`src/rtl/ebu_pkg.sv`:
```
package ebu_pkg;
  localparam int CFG_W = 11;

  typedef struct packed {
    logic       switch_idle;
    logic       bus_type;
    logic       cs_rd_en;
    logic       cs_wr_en;
    logic       ale_long;
    logic       tri_wait;
    logic       rw_delay;
    logic [3:0] wait_inv;
  } bcfg_t;

  typedef enum logic [3:0] {
    S_IDLE, S_SWITCH, S_ALE1, S_ALE2, S_HOLD, S_DLY, S_CMD, S_END, S_TRI
  } state_e;
endpackage

```
`src/rtl/ebu_win_match.sv`:
```
module ebu_win_match
  import ebu_pkg::*;
#(
  parameter int NWIN  = 4,
  parameter int TAG_W = 8,
  parameter int SZ_W  = 3,
  localparam int IDX_W = (NWIN > 1) ? $clog2(NWIN) : 1
) (
  input  logic [TAG_W-1:0]      tag_i,
  input  logic [NWIN-1:0]       win_en_i,
  input  logic [NWIN*TAG_W-1:0] win_start_i,
  input  logic [NWIN*SZ_W-1:0]  win_size_i,
  input  logic [NWIN*CFG_W-1:0] win_cfg_i,
  input  bcfg_t                 dflt_cfg_i,
  output logic                  hit_o,
  output logic [IDX_W-1:0]      idx_o,
  output bcfg_t                 cfg_o
);
  logic [NWIN-1:0] match;

  for (genvar g = 0; g < NWIN; g++) begin : g_win
    logic [TAG_W-1:0] mask;
    assign mask     = {TAG_W{1'b1}} << win_size_i[g*SZ_W +: SZ_W];
    assign match[g] = win_en_i[g] &&
                      (((tag_i ^ win_start_i[g*TAG_W +: TAG_W]) & mask) == '0);
  end

  // lowest index wins: scan from the top so lower indices overwrite
  always_comb begin
    hit_o = 1'b0;
    idx_o = '0;
    cfg_o = dflt_cfg_i;
    for (int i = NWIN - 1; i >= 0; i--) begin
      if (match[i]) begin
        hit_o = 1'b1;
        idx_o = IDX_W'(i);
        cfg_o = bcfg_t'(win_cfg_i[i*CFG_W +: CFG_W]);
      end
    end
  end
endmodule

```
`src/rtl/ebu_cycle_fsm.sv`:
```
module ebu_cycle_fsm
  import ebu_pkg::*;
(
  input  logic  clk_i,
  input  logic  rst_ni,
  input  logic  req_i,
  input  bcfg_t cfg_i,
  output logic  load_o,
  output logic  idle_o,
  output logic  ale_o,
  output logic  cmd_o,
  output logic  done_o,
  output logic  cs_wr_en_o,
  output logic  cs_rd_en_o
);
  state_e     state_q, state_d;
  logic [3:0] cnt_q, wait_q;
  logic       rwd_q, tri_q, alel_q, csw_q, csr_q, type_q, have_prev_q;
  logic       need_switch;

  assign load_o      = (state_q == S_IDLE) && req_i;
  assign need_switch = have_prev_q && cfg_i.switch_idle && (cfg_i.bus_type != type_q);

  always_comb begin
    state_d = state_q;
    unique case (state_q)
      S_IDLE:   if (req_i) state_d = need_switch ? S_SWITCH : S_ALE1;
      S_SWITCH: state_d = S_ALE1;
      S_ALE1:   state_d = alel_q ? S_ALE2 : (rwd_q ? S_DLY : S_CMD);
      S_ALE2:   state_d = S_HOLD;
      S_HOLD:   state_d = rwd_q ? S_DLY : S_CMD;
      S_DLY:    state_d = S_CMD;
      S_CMD:    if (cnt_q == 4'd0) state_d = S_END;
      S_END:    state_d = tri_q ? S_TRI : S_IDLE;
      S_TRI:    state_d = S_IDLE;
      default:  state_d = S_IDLE;
    endcase
  end

  always_ff @(posedge clk_i or negedge rst_ni) begin
    if (!rst_ni) begin
      state_q     <= S_IDLE;
      cnt_q       <= '0;
      wait_q      <= '0;
      rwd_q       <= 1'b0;
      tri_q       <= 1'b0;
      alel_q      <= 1'b0;
      csw_q       <= 1'b0;
      csr_q       <= 1'b0;
      type_q      <= 1'b0;
      have_prev_q <= 1'b0;
    end else begin
      state_q <= state_d;
      if (load_o) begin
        wait_q      <= cfg_i.wait_inv;
        rwd_q       <= cfg_i.rw_delay;
        tri_q       <= cfg_i.tri_wait;
        alel_q      <= cfg_i.ale_long;
        csw_q       <= cfg_i.cs_wr_en;
        csr_q       <= cfg_i.cs_rd_en;
        type_q      <= cfg_i.bus_type;
        have_prev_q <= 1'b1;
      end
      // wait field is inverted: waits = 15 - field
      if (state_q != S_CMD && state_d == S_CMD) cnt_q <= 4'd15 - wait_q;
      else if (state_q == S_CMD && cnt_q != 4'd0) cnt_q <= cnt_q - 4'd1;
    end
  end

  assign idle_o     = (state_q == S_IDLE);
  assign ale_o      = (state_q == S_ALE1) || (state_q == S_ALE2);
  assign cmd_o      = (state_q == S_CMD);
  assign done_o     = (state_q == S_END);
  assign cs_wr_en_o = csw_q;
  assign cs_rd_en_o = csr_q;

  a_r8_done_after_strobe: assert property (@(posedge clk_i) disable iff (!rst_ni)
    done_o |-> $past(cmd_o));
  a_r5_end_not_strobe: assert property (@(posedge clk_i) disable iff (!rst_ni)
    done_o |=> !cmd_o);
endmodule

```
`src/rtl/ebu_cs_gen.sv`:
```
module ebu_cs_gen #(
  parameter int NWIN = 4,
  localparam int IDX_W = (NWIN > 1) ? $clog2(NWIN) : 1
) (
  input  logic             clk_i,
  input  logic             rst_ni,
  input  logic             cmd_i,
  input  logic             hit_i,
  input  logic [IDX_W-1:0] idx_i,
  input  logic             wr_i,
  input  logic             cs_wr_en_i,
  input  logic             cs_rd_en_i,
  output logic [NWIN-1:0]  cs_o
);
  logic mode_ok;
  assign mode_ok = wr_i ? cs_wr_en_i : cs_rd_en_i;

  for (genvar g = 0; g < NWIN; g++) begin : g_cs
    assign cs_o[g] = cmd_i && hit_i && mode_ok && (idx_i == IDX_W'(g));
  end

  a_r6_cs_onehot: assert property (@(posedge clk_i) disable iff (!rst_ni)
    $onehot0(cs_o));
endmodule

```
`src/rtl/ebu_window_seq.sv`:
```
module ebu_window_seq
  import ebu_pkg::*;
#(
  parameter int AW    = 24,
  parameter int BE_W  = 2,
  parameter int NWIN  = 4,
  parameter int TAG_W = 8,
  parameter int SZ_W  = 3,
  localparam int IDX_W = (NWIN > 1) ? $clog2(NWIN) : 1
) (
  input  logic                  clk_i,
  input  logic                  rst_ni,
  input  logic                  req_i,
  input  logic [AW-1:0]         addr_i,
  input  logic                  wr_i,
  input  logic [BE_W-1:0]       be_i,
  input  logic [NWIN-1:0]       win_en_i,
  input  logic [NWIN*TAG_W-1:0] win_start_i,
  input  logic [NWIN*SZ_W-1:0]  win_size_i,
  input  logic [NWIN*CFG_W-1:0] win_cfg_i,
  input  logic [CFG_W-1:0]      dflt_cfg_i,
  output logic                  idle_o,
  output logic [AW-1:0]         addr_o,
  output logic                  ale_o,
  output logic                  rd_o,
  output logic                  wr_o,
  output logic [BE_W-1:0]       be_o,
  output logic [NWIN-1:0]       cs_o,
  output logic                  done_o
);
  logic             hit, load, cmd, csw_en, csr_en;
  logic [IDX_W-1:0] idx;
  bcfg_t            sel_cfg;

  logic [AW-1:0]    addr_q;
  logic             wr_q, hit_q;
  logic [BE_W-1:0]  be_q;
  logic [IDX_W-1:0] idx_q;

  ebu_win_match #(.NWIN(NWIN), .TAG_W(TAG_W), .SZ_W(SZ_W)) u_match (
    .tag_i      (addr_i[AW-1 -: TAG_W]),
    .win_en_i   (win_en_i),
    .win_start_i(win_start_i),
    .win_size_i (win_size_i),
    .win_cfg_i  (win_cfg_i),
    .dflt_cfg_i (bcfg_t'(dflt_cfg_i)),
    .hit_o      (hit),
    .idx_o      (idx),
    .cfg_o      (sel_cfg)
  );

  ebu_cycle_fsm u_fsm (
    .clk_i     (clk_i),
    .rst_ni    (rst_ni),
    .req_i     (req_i),
    .cfg_i     (sel_cfg),
    .load_o    (load),
    .idle_o    (idle_o),
    .ale_o     (ale_o),
    .cmd_o     (cmd),
    .done_o    (done_o),
    .cs_wr_en_o(csw_en),
    .cs_rd_en_o(csr_en)
  );

  always_ff @(posedge clk_i or negedge rst_ni) begin
    if (!rst_ni) begin
      addr_q <= '0;
      wr_q   <= 1'b0;
      be_q   <= '0;
      hit_q  <= 1'b0;
      idx_q  <= '0;
    end else if (load) begin
      addr_q <= addr_i;
      wr_q   <= wr_i;
      be_q   <= be_i;
      hit_q  <= hit;
      idx_q  <= idx;
    end
  end

  ebu_cs_gen #(.NWIN(NWIN)) u_cs (
    .clk_i     (clk_i),
    .rst_ni    (rst_ni),
    .cmd_i     (cmd),
    .hit_i     (hit_q),
    .idx_i     (idx_q),
    .wr_i      (wr_q),
    .cs_wr_en_i(csw_en),
    .cs_rd_en_i(csr_en),
    .cs_o      (cs_o)
  );

  assign addr_o = addr_q;
  assign rd_o   = cmd && !wr_q;
  assign wr_o   = cmd && wr_q;
  assign be_o   = cmd ? be_q : '0;

  a_r8_one_strobe: assert property (@(posedge clk_i) disable iff (!rst_ni)
    !(rd_o && wr_o));
  a_r6_cs_in_strobe: assert property (@(posedge clk_i) disable iff (!rst_ni)
    (|cs_o) |-> (rd_o || wr_o));
  a_r9_addr_stable: assert property (@(posedge clk_i) disable iff (!rst_ni)
    !idle_o |=> $stable(addr_o));
  a_r10_be_quiet: assert property (@(posedge clk_i) disable iff (!rst_ni)
    !(rd_o || wr_o) |-> (be_o == '0));
  a_r3_ale_no_strobe: assert property (@(posedge clk_i) disable iff (!rst_ni)
    ale_o |=> !done_o);
endmodule

```
`config.mk`:
```
export PLATFORM = sky130hd
export DESIGN_NAME = ebu_window_seq
export DESIGN_NICKNAME = d
export VERILOG_FILES = /design/src/rtl/ebu_pkg.sv /design/src/rtl/ebu_win_match.sv /design/src/rtl/ebu_cycle_fsm.sv /design/src/rtl/ebu_cs_gen.sv /design/src/rtl/ebu_window_seq.sv
export SDC_FILE = /design/constraint.sdc
export NUM_CORES = 1
export LEC_CHECK = 0
export BUFFER_PORTS_ARGS = -buffer_cell sky130_fd_sc_hd__buf_2
export CAP_MARGIN = 20
export CORE_AREA = 5 5 97 99
export CTS_BUF_LIST = sky130_fd_sc_hd__clkbuf_4 sky130_fd_sc_hd__clkbuf_8
export DETAILED_ROUTE_END_ITERATION = 6
export DIE_AREA = 0 0 102 104
export PLACE_DENSITY = 0.71
export SYNTH_ARGS = -nofsm -noshare
export SYNTH_HDL_FRONTEND = slang
export SYNTH_SLANG_ARGS = --single-unit
```
`constraint.sdc`:
```
create_clock -name clk_i -period 4.9 [get_ports clk_i]
set_input_delay 0.245 -clock clk_i [delete_from_list [all_inputs] [get_ports clk_i]]
set_output_delay 0.245 -clock clk_i [all_outputs]
set_load 0.01 [all_outputs]
```
After elaboration in Yosys (flattened, before gate mapping)
Cells that the tools add are included. W data, S select, Z words.

Register bits: 49. Word-level logic and storage cells: 93.

$add $sub $neg: 2. Equality and inequality tests: 13. Shift operators: 4. Mux-type cells: 23. Bitwise gates (word level): 8. Reduce and logical (&&, ||, !) cells: 28.

Operators with widths (count): $mux W11 (4); $and A8 B8 Y8 (4); $logic_not A8 Y1 (4); $pmux W4 S8 (1); $shl A8 B3 Y8 const A (4); $xor A8 B8 Y8 (4); $mux W4 (6); $eq A4 B3 Y1 const B (5); $logic_and A1 B1 Y1 (17); $mux W2 (7); $eq A4 B2 Y1 const B (2); $logic_not A4 Y1 (2); $mux W1 (5); $eq A2 B2 Y1 const B (2); $eq A4 B1 Y1 const B (1); $ne A4 B3 Y1 const B (1); $reduce_bool A4 Y1 (1); $sub A4 B1 Y4 const B (1); $sub A4 B4 Y4 const A (1); $eq A2 B1 Y1 const B (1); $logic_not A2 Y1 (1); $reduce_bool A2 Y1 (1); $logic_not A1 Y1 (1); $logic_or A1 B1 Y1 (1); $ne A1 B1 Y1 (1).

Logic depth before layout (Yosys ltp)
Gate-level depths: netlist of the first run.

Depth after elaboration: 16. Gate-level depth with buffers: 10.

Cells and area by module
From an unflattened synthesis of the first run, not the netlist that was laid out.

Cell total of the unflattened synthesis: 330. Area total of the unflattened synthesis: 3433.3 µm².

Modules (own cells, without submodules): ebu_window_seq (instances 1, cells each 67, area each 1260.0 µm²); ebu_win_match (instances 1, cells each 173, area each 1171.1 µm²); ebu_cycle_fsm (instances 1, cells each 83, area each 955.9 µm²); ebu_cs_gen (instances 1, cells each 7, area each 46.3 µm²).

Worst setup path after synthesis of the first run
No wires, ideal clock.

Path kind: reg-to-reg. Start point: register u_fsm.state_q[3]. End point: register u_fsm.csw_q, in the netlist u_fsm.cs_wr_en_o. Setup time: 0.087 ns. Arrival: 1.880 ns. Data required time: 4.813 ns. Setup slack: 2.934 ns. Cell stages (with the launch flop): 8. Path buffers: 3. Cells stage by stage: dfrtp_1 -> clkbuf_1 -> nor4_4 -> nand2_1 -> or2_1 -> buf_2 -> buf_2 -> o211ai_1.

Cells in the longest elaborated chain, start to end: 2.

RTL lines: from (decl) (RTL line ebu_cycle_fsm.sv:16) `state_e state_q, state_d;`; from (signal assigned) (RTL line ebu_cycle_fsm.sv:53) `state_q <= state_d;`; $logic_not A4 Y1; via idle_o (RTL line ebu_window_seq.sv:22) `output logic idle_o,`; $logic_and A1 B1 Y1 (RTL line ebu_cycle_fsm.sv:21) `assign load_o = (state_q == S_IDLE) && req_i;`; to (signal assigned) (RTL line ebu_cycle_fsm.sv:59) `csw_q <= cfg_i.cs_wr_en;`; to (decl) (RTL line ebu_cycle_fsm.sv:18) `logic rwd_q, tri_q, alel_q, csw_q, csr_q, type_q, have_prev_q;`.

The timed path passes the listed nets, and every way through them passes these cells. A chain may end at the register's enable or synchronous reset.

Worst setup path after layout of the first run
Start point: register u_fsm.state_q[2]. End point: register u_fsm.wait_q[1].

Cells in the longest elaborated chain, start to end: 2.

RTL lines: $logic_not A4 Y1 (RTL line ebu_cycle_fsm.sv:21); $logic_and A1 B1 Y1 (RTL line ebu_cycle_fsm.sv:21); to (signal assigned) (RTL line ebu_cycle_fsm.sv:55) `wait_q <= cfg_i.wait_inv;`; to (decl) (RTL line ebu_cycle_fsm.sv:17) `logic [3:0] cnt_q, wait_q;`.

Every way passes these cells.

==> flow_summary_export.csv, run 1 <==
group,metric,value,unit
global_routing,grtUsageTotal,17.4,%
synth,synth.avg_cell_area,9.97,sq um
global_routing,antenna_found_initial,0,
cts,clock_sinks,49,
floorplan,start_util,39.0,%
routing,drtIter0Drc,101,
floorplan,io_pins,168,
floorplan,dieArea,0.0106,sq mm
place,place.gp.congestion,0.826,
synth,synth_cells,331,
cts,cts_root_buf,"clkbuf_8",
synth,synth_edf_count,0,
final_layout,drive_gt1_share,46.8,%
global_routing,grt-ovfl-total,0,
final_layout,register_area,0.00123,sq mm
cts,numCtsBuffers,5,
final_layout,finalInstanceArea,0.00427,sq mm
routing,drc,0,
routing,ant_nets,0,
timing,rsz0062_at_grt,"false",
timing,fin_ws,2.04,ns
worst_setup_path,worst_path_dominant_cell_family,"simple AND/OR/NAND/NOR gates",
synth,synth_seq_cells,49,
routing,wl,9270,microns
synth,synth_ff_type,"dfrtp_1",
synth,synthDistinctLibCells,57,
status,status,"finished clean",
final_layout,antenna_cells,0,
timing,worst_slew_margin_rel,28.4,%
timing,tns,0,ns
place,dp_hpwl,7630,microns
routing,wl_per_cell,15.6,microns
cts,cts.reportedPaths.clkPinSlew,0.09,ns
worst_setup_path,cp.required,5.06,ns
worst_setup_path,crit_arrival,3.02,ns
worst_setup_path,crit_fanout,43,
floorplan,die_w,102,microns
global_routing,grt_first_pass_wirelength,15200,microns
cts,clock_latency,0.29,ns
global_routing,grt_max_degree,50,
routing,viasPerCell,5.13,
timing,fin_crit_sh,58.4,%
synth,synthArstFlopShare,100,%
place,place_ws,1.98,ns
final_layout,layout.cells.non_filler,593,
timing,setup_violations,0,
final_layout,nets,618,
power,power_leakage,0.00203,uW
place,place_area,0.00415,sq mm
synth,seq_area_frac_synth,37.2,%
timing,clock.fmax,349,MHz
place,dp_cells,583,
synth,synth_warnings,0,
timing,finalMaxSlewViolations,0,
worst_setup_path,max_stage_delay,0.64,ns
hold_path,hold_path_class,"in2reg",
floorplan,core_area,0.00847,sq mm
worst_setup_path,rrSetupSlack,2.04,ns
floorplan,chipHeight,104,microns
routing,vias,3043,
cts,cts_tree,"built",
final_layout,fillers,807,
cts,postCtsSetupBuffers,0,
job,drv_cap,0,
place,portBuffers,167,
timing,hold_violations,0,
final_layout,multiInputGateArea,0.00190,sq mm
worst_setup_path,path_cells,"nor4_4, nand2_2, or2_1, a211oi_1, a21oi_1",
worst_setup_path,critPathKind,"reg2reg",
global_routing,grt_pass1_vias,3191,
power,power_density,438,mW/mm^2
cts,clockBufferDepth,2,
worst_setup_path,path_buf_inv,0,
worst_setup_path,start_kind,"flop",
final_layout,syn_to_final_growth,29.3,%
synth,synth_area,0.00330,sq mm
timing,fin_crit,2.86,ns
cts,htree_levels,2,
timing,hold_ws,0.174,ns
routing,drt_first_pass_iters,4,
timing,worst_pin_slew,1.07,ns
floorplan,row_count,34,
worst_setup_path,critical-path-slowest-cell,"nand2_2",
power,ir_drop,0.268,mV
worst_setup_path,end_kind,"flop",
synth,synth_nets,465,
timing,fin_skew,0.00856,ns
-- cells by family after synthesis --
kind of cell | Yosys count | synth area share [%]
AOI/OAI and AO/OA | 84 | 19.7
and+or+nand+nor | 80 | 12.4
DFF | 49 | 37.2
muxes | 46 | 15.2
buffers and inverters | 36 | 5.46
xor gates and xnor gates | 35 | 9.75
adders and majority gates | 1 | 0.379
-- path summary, 6_finish.rpt --
check	from	end	depth (start not counted)
min reg2reg	u_fsm.wait_q[3]	u_fsm.cnt_q[3]	1
min in group asynchronous	rst_ni	addr_o[12]	2
max reg2reg	u_fsm.state_q[2]	u_fsm.wait_q[1]	5
max in group asynchronous	rst_ni	u_fsm.cs_wr_en_o	3
max	u_fsm.state_q[2]	u_fsm.wait_q[1]	5
min	addr_i[5]	addr_o[5]	2
-- power breakdown --
part / internal (uW) / switching, uW
Sequential: 605 / 148
Clock: 106 / 130
Combinational: 447 / 433
-- metal layers --
metal / track usage (%) / part of all wire [%]
met2: 29.3 / 50
met3: 4.63 / 7.7
met5: 0 / 0
met1: 22.2 / 41
met4: 3.75 / 1.3
-- cells in the final DEF (no fill, tap or decap), types with 2 or more instances in the layout --
master / synthesis / routed
nor2_1: 22 / 22
o21ai_0: 10 / 10
and2_1: 3 / 3
nor3_1: 12 / 12
o21ba_2: 2 / 2
a21oi_1: 22 / 22
xor2_1: 7 / 7
and3_1: 5 / 5
o211ai_1: 3 / 3
o21a_1: 2 / 2
clkbuf_8: 0 / 5
buf_2: 6 / 167
nand3_1: 3 / 3
o21ai_1: 3 / 3
clkinvlp_4: 0 / 2
inv_1: 12 / 12
a211oi_1: 18 / 18
dfrtp_1: 49 / 49
o211ai_2: 3 / 3
xnor2_2: 2 / 2
xnor2_1: 26 / 26
a22oi_1: 2 / 2
mux2i_1: 17 / 17
o41ai_2: 2 / 2
nand4_1: 4 / 4
mux2_2: 28 / 28
nand2_1: 19 / 18
nor3b_1: 4 / 4
-- cells in the mapped netlist, types with 2 or more instances --
master | count | area share (%)
a22oi_1 | 2 | 0.45
o211ai_1 | 3 | 0.68
xnor2_2 | 2 | 0.99
o211ai_2 | 3 | 1.1
nor3_1 | 12 | 1.8
o21ai_1 | 3 | 0.45
buf_1 | 4 | 0.45
a21oi_1 | 22 | 3.3
mux2_2 | 28 | 9.6
nor3b_1 | 4 | 0.91
and3_1 | 5 | 0.95
buf_6 | 4 | 1.4
o21ba_2 | 2 | 0.61
o21a_1 | 2 | 0.45
and2_1 | 3 | 0.57
o21ai_0 | 10 | 1.5
nand4_1 | 4 | 0.76
nand3_1 | 3 | 0.45
clkbuf_1 | 8 | 0.91
xnor2_1 | 26 | 6.9
o41ai_2 | 2 | 0.99
buf_4 | 2 | 0.45
xor2_1 | 7 | 1.9
dfrtp_1 | 49 | 37
mux2i_1 | 17 | 5.2
nand2_1 | 19 | 2.2
a211oi_1 | 18 | 4.1
nor2_1 | 22 | 2.5
buf_2 | 6 | 0.91
inv_1 | 12 | 1.4
-- per-stage QoR --
stage / utilization (%) / total power [uW]
5_1_grt: 50.4 / 2030
3_3_place_gp: 49.0 / 1620
2_1_floorplan: - / 1340
6_report: 50.4 / 1870
4_1_cts: 50.0 / 1890
3_5_place_dp: 49.0 / 1640
-- what timing repair did --
item                      in CTS  in global routing
resized for setup              0                  0
hold buffers                   0                  1
hold endpoints to repair       0                 19
-- final cells by class --
type / count / area share, %
Clock inverter: 2 / 0.352
Sequential cell: 49 / 28.7
Inverter: 12 / 1.06
Clock buffer: 6 / 1.79
Timing Repair Buffer: 170 / 20.5
Tap cell: 108 / 3.17
Multi-Input combinational cell: 246 / 44.4
-- flip-flops by register name, summed over array words and instances, names as in the netlist --
register / flops
addr_o: 24
u_fsm.cnt_q: 4
u_fsm.state_q: 4
u_fsm.wait_q: 4
be_q: 2
idx_q: 2
hit_q: 1
u_fsm.alel_q: 1
u_fsm.cs_rd_en_o: 1
u_fsm.cs_wr_en_o: 1
u_fsm.have_prev_q: 1
u_fsm.rwd_q: 1
u_fsm.tri_q: 1
u_fsm.type_q: 1
wr_q: 1
No activity file was read; power rests on OpenSTA's default activity.
==> inputs of run 2 (changes only) <==
--- a/config.mk
+++ b/config.mk
@@ -11,7 +11,7 @@
 export CTS_BUF_LIST = sky130_fd_sc_hd__clkbuf_4 sky130_fd_sc_hd__clkbuf_8
 export DETAILED_ROUTE_END_ITERATION = 6
 export DIE_AREA = 0 0 102 104
-export PLACE_DENSITY = 0.71
+export PLACE_DENSITY = 0.74
 export SYNTH_ARGS = -nofsm -noshare
 export SYNTH_HDL_FRONTEND = slang
 export SYNTH_SLANG_ARGS = --single-unit
==> constraint.sdc (replaced) <==
create_clock -name clk_i -period 2.5 [get_ports clk_i]
set_input_delay 0.125 -clock clk_i [delete_from_list [all_inputs] [get_ports clk_i]]
set_output_delay 0.125 -clock clk_i [all_outputs]
set_load 0.01 [all_outputs]
==> run 2 against run 1 <==
  * Clock power is 150% higher
  * Register-to-register slack worse by 1.6 ns
  * Non-clock buffer count is 15 higher
  * Final cell count is 2.5% higher
  * Hold slack worse by 0.13 ns
  * Via count is 2.5% higher
  * Sequential share of layout area is 0.81 points lower
  * Clock skew is 0.0023 ns lower
  * Global-route usage is 0.80 points higher
  * First-iteration DRC count is 31% higher
  * Setup slack worse by 1.6 ns
  * Highest routed layer unchanged
==> flow_summary_export.csv, run 2 (synthesized netlist as in run 1, its figures left out) <==
group,metric,value,unit
power,power_leakage,0.00211,uW
timing,fin_skew,0.00631,ns
job,drv_cap,0,
cts,post_cts_resized,0,
worst_setup_path,end_kind,"flop",
worst_setup_path,critPathKind,"reg2reg",
floorplan,io_pins,168,
final_layout,final_cell_mix,"buf_2, dfrtp_1, mux2_2",
floorplan,row_count,34,
timing,clock.fmax,484,MHz
cts,clock_latency,0.30,ns
place,place_area,0.00427,sq mm
timing,worst_pin_slew,1.02,ns
timing,hold_violations,0,
hold_path,hold_path_class,"in2reg",
global_routing,grt_pass1_vias,3178,
timing,rsz0062_at_grt,"false",
cts,postCtsSetupBuffers,0,
place,place.gp.congestion,0.827,
cts,clock_sinks,49,
timing,fin_crit_sh,82.7,%
floorplan,die_w,102,microns
timing,tns,0,ns
worst_setup_path,crit_arrival,2.23,ns
worst_setup_path,start_kind,"flop",
final_layout,drive_gt1_share,48.4,%
floorplan,start_util,39.0,%
place,dp_hpwl,8100,microns
cts,htree_levels,2,
routing,wl,9760,microns
worst_setup_path,cp.required,2.66,ns
cts,cts_root_buf,"clkbuf_8",
global_routing,grt_first_pass_wirelength,15600,microns
final_layout,finalInstanceArea,0.00439,sq mm
power,power_density,877,mW/mm^2
timing,worst_slew_margin_rel,31.9,%
status,status,"finished clean",
global_routing,grt-ovfl-total,0,
routing,drtIter0Drc,132,
global_routing,grtUsageTotal,18.2,%
worst_setup_path,crit_fanout,17,
cts,clockBufferDepth,2,
place,dp_cells,599,
final_layout,syn_to_final_growth,33.1,%
final_layout,final_common_cell,"buf_2",
final_layout,layout.cells.non_filler,608,
final_layout,antenna_cells,0,
timing,setup_violations,0,
routing,ant_nets,0,
cts,cts_tree,"built",
floorplan,dieArea,0.0106,sq mm
routing,vias,3120,
floorplan,core_area,0.00847,sq mm
cts,numCtsBuffers,5,
final_layout,final_core_util,51.9,%
place,portBuffers,167,
power,ir_drop,0.535,mV
routing,drc,0,
routing,drt_first_pass_iters,4,
floorplan,chipHeight,104,microns
global_routing,grt_max_degree,43,
routing,viasPerCell,5.13,
timing,finalMaxSlewViolations,0,
routing,wl_per_cell,16.1,microns
global_routing,antenna_found_initial,0,
timing,fin_crit,2.07,ns
final_layout,largest_reg_flops,24,
final_layout,nets,633,
cts,cts.reportedPaths.clkPinSlew,0.09,ns
run 2: where the power goes:
group / internal [uW] / switching, uW
registers: 1190 / 285
logic: 909 / 887
clock network: 312 / 271
total: 2410 / 1440
run 2: final timing paths:
path                                        from         endpoint  slack, ns  depth (start not counted)
worst max register to register  u_fsm.state_q[3]  u_fsm.wait_q[0]       0.43                          5
worst max-delay path            u_fsm.state_q[3]  u_fsm.wait_q[0]       0.43                          5
max in group asynchronous                 rst_ni       addr_o[12]       1.45                          3
worst min register to register   u_fsm.wait_q[3]   u_fsm.cnt_q[3]       0.46                          1
min in group asynchronous                 rst_ni   u_fsm.cnt_q[0]       0.27                          2
worst min-delay path                   addr_i[4]        addr_o[4]       0.05                          2
run 2: worst max-delay path, cell delays in order, from the launching register on:
cell and delay, ns:
dfrtp_1 0.50, nor4_4 0.50, nand2_2 0.10, or2_1 0.44
a211oi_1 0.33, a21oi_1 0.06
run 2: area by class of cell:
type | instances | area (sq um)
fillers | 770 | 4080
multi-input cells | 246 | 1900
flip-flops and latches | 49 | 1230
repair buffers | 185 | 973
well taps | 108 | 135
clock buffers | 6 | 76.3
inverters | 12 | 45.0
clock inverters | 2 | 38.8
run 2: per-layer routing:
| layer | up-vias | global-route usage (%) | part of all wire, % |
|---|---|---|---|
| li1 | 1532 | - | - |
| met2 | 118 | 30.9 | 50 |
| met1 | 1462 | 23.4 | 41 |
| met4 | 0 | 2.34 | 0.70 |
| met5 | - | 0 | 0 |
| met3 | 8 | 5.30 | 7.9 |
run 2: stage by stage:
step                      setup WS [ns]  total power [uW]  hold slack [ns]
final                             0.433              3850           0.0469
after global routing              0.236              4170           0.0401
after CTS                         0.417              3890           0.0438
after detailed placement         0.0932              3300           0.0725
after global placement            0.159              3220           0.0652
after floorplan                   0.534              2630           -0.171
run 2: what timing repair did:
item | 4_1_cts | 5_1_grt
hold buffers | 1 | 0
hold endpoints to repair | 15 | 0
setup endpoints to repair | 0 | 0
==> inputs of run 3 (changes only) <==
--- a/config.mk
+++ b/config.mk
@@ -11,7 +11,7 @@
 export CTS_BUF_LIST = sky130_fd_sc_hd__clkbuf_4 sky130_fd_sc_hd__clkbuf_8
 export DETAILED_ROUTE_END_ITERATION = 6
 export DIE_AREA = 0 0 102 104
-export PLACE_DENSITY = 0.74
+export PLACE_DENSITY = 0.71
 export SYNTH_ARGS = -nofsm -noshare
 export SYNTH_HDL_FRONTEND = slang
 export SYNTH_SLANG_ARGS = --single-unit
==> constraint.sdc (replaced) <==
create_clock -name clk_i -period 1.95 [get_ports clk_i]
set_input_delay 0.0975 -clock clk_i [delete_from_list [all_inputs] [get_ports clk_i]]
set_output_delay 0.0975 -clock clk_i [all_outputs]
set_load 0.01 [all_outputs]
==> run 3 against run 2 <==
  * Utilization is 2.1 points higher
  * Critical path depth did not move
  * Non-clock buffer count increased by 20
  * Global-route usage rose by 0.36 points
==> flow_summary_export.csv, run 3 (synthesized netlist as in run 1, its figures left out) <==
group,metric,value,unit
place,place.gp.congestion,0.876,
timing,hold_ws,0.0199,ns
final_layout,final_cell_mix,"buf_2, dfrtp_1, buf_4",
floorplan,dieArea,0.0106,sq mm
global_routing,met2_usage,31.9,%
final_layout,finalInstanceArea,0.00457,sq mm
hold_path,hold_path_class,"in2reg",
power,switchingPower,1890,uW
global_routing,grtUsageTotal,18.6,%
timing,worst_slew_margin_rel,61.5,%
place,place_ws,-0.112,ns
hold_path,holdPathStages,2,
status,status,"finished clean",
floorplan,chipHeight,104,microns
worst_setup_path,rrSetupSlack,0.1,ns
place,dp_hpwl,8390,microns
job,drv_cap,0,
worst_setup_path,cp.required,1.85,ns
routing,wl,9890,microns
worst_setup_path,critPathKind,"reg2out",
global_routing,grt_max_degree,43,
worst_setup_path,rr_worst_depth,7,
floorplan,start_util,39.0,%
timing,clock.fmax,539,MHz
timing,fin_crit_sh,95.1,%
floorplan,core_area,0.00847,sq mm
worst_setup_path,end_kind,"output pin",
final_layout,antenna_cells,0,
floorplan,io_pins,168,
cts,cts.reportedPaths.clkPinSlew,0.09,ns
final_layout,final_common_cell,"buf_2",
global_routing,grt.busiest_layer,"met2",
power,power.internal,3120,uW
timing,setup_violations,0,
global_routing,grt_first_pass_wirelength,16000,microns
timing,finalMaxSlewViolations,0,
final_layout,drive_gt1_share,51.0,%
timing,fin_skew,0.00679,ns
cts,clock_sinks,49,
power,power_density,1100,mW/mm^2
power,ir_drop,0.556,mV
cts,htree_levels,2,
timing,fin_crit,1.85,ns
floorplan,die_w,102,microns
power,p_seq_share,37.5,%
power,swShare,37.7,%
cts,clock_latency,0.30,ns
power,finalPower,5010,uW
cts,numCtsBuffers,5,
worst_setup_path,crit_fanout,6,
worst_setup_path,crit_arrival,1.76,ns
global_routing,grt-ovfl-total,0,
routing,drt_first_pass_iters,4,
timing,fin_ws,0.0962,ns
routing,drtIter0Drc,77,
place,place_area,0.00445,sq mm
timing,worst_pin_slew,0.578,ns
routing,ant_nets,0,
final_layout,final_core_util,54.0,%
routing,drc,0,
place,portBuffers,167,
routing,wl_per_cell,15.7,microns
floorplan,row_count,34,
routing,vias,3198,
timing,hold_violations,0,
timing,rsz0062_at_grt,"true",
power,power_leakage,0.00221,uW
global_routing,grt_pass1_vias,3407,
final_layout,syn_to_final_growth,38.5,%
power,clockPowerShare,12.3,%
global_routing,grtUsageMet3,5.30,%
worst_setup_path,start_kind,"flop",
global_routing,use_met1,23.2,%
power,p_comb_share,50.3,%
global_routing,antenna_found_initial,1,
final_layout,nets,653,
cts,cts_tree,"built",
cts,clockBufferDepth,2,
routing,viasPerCell,5.09,
cts,cts_root_buf,"clkbuf_8",
final_layout,largest_reg_flops,24,
[run 3: layout make-up]
class / instances / area [sq um]
fillers: 776 / 3900
multi-input cells: 246 / 1910
flip-flops and latches: 49 / 1230
repair buffers: 205 / 1160
well taps: 108 / 135
clock buffers: 6 / 76.3
inverters: 12 / 45.0
clock inverters: 2 / 15.0
[run 3: routing by layer]
| layer | vias up | part of all wire (%) |
|---|---|---|
| met5 | - | 0.071 |
| met4 | 2 | 0.77 |
| met3 | 10 | 7.1 |
| met2 | 99 | 51 |
| met1 | 1522 | 41 |
| li1 | 1565 | - |
[run 3: final timing paths]
path,start,end
setup reg to reg,u_fsm.state_q[1],u_fsm.wait_q[1]
hold reg to reg,u_fsm.wait_q[2],u_fsm.cnt_q[2]
hold / removal,addr_i[7],addr_o[7]
setup / recovery,u_fsm.state_q[0],cs_o[0]
max in group asynchronous,rst_ni,addr_o[20]
min in group asynchronous,rst_ni,wr_q
[run 3: worst max-delay path, stage by stage, from the launching register on]
cell and delay (ns):
dfrtp_1 0.48, nor3b_4 0.27, buf_4 0.17, nand4_1 0.16
nor3_1 0.21, buf_2 0.17
[run 3: timing repair]
| item | CTS | global route |
|---|---|---|
| endpoints found under the setup margin | 4 | 6 |
| gates resized for setup | 1 | 3 |
| setup buffers | 0 | 0 |
| endpoints found under the hold margin | 15 | 0 |
| pin swaps | 0 | 0 |
| hold buffers | 1 | 0 |
[run 3: power by group through the flow]
stage               registers [uW]  logic, uW  clock network [uW]
CTS                           1870       2530                 636
detailed placement            1880       2520                   0
global placement              1850       2450                   0
finish                        1880       2520                 614
global route                  1950       2800                 677
floorplan                     1900       1470                   0
[run 3: per-stage QoR]
step,setup TNS (ns),cells
2_1_floorplan,0,331
3_3_place_gp,-0.171,619
3_5_place_dp,-0.511,619
4_1_cts,0,628
5_1_grt,-0.0479,628
6_report,0,628
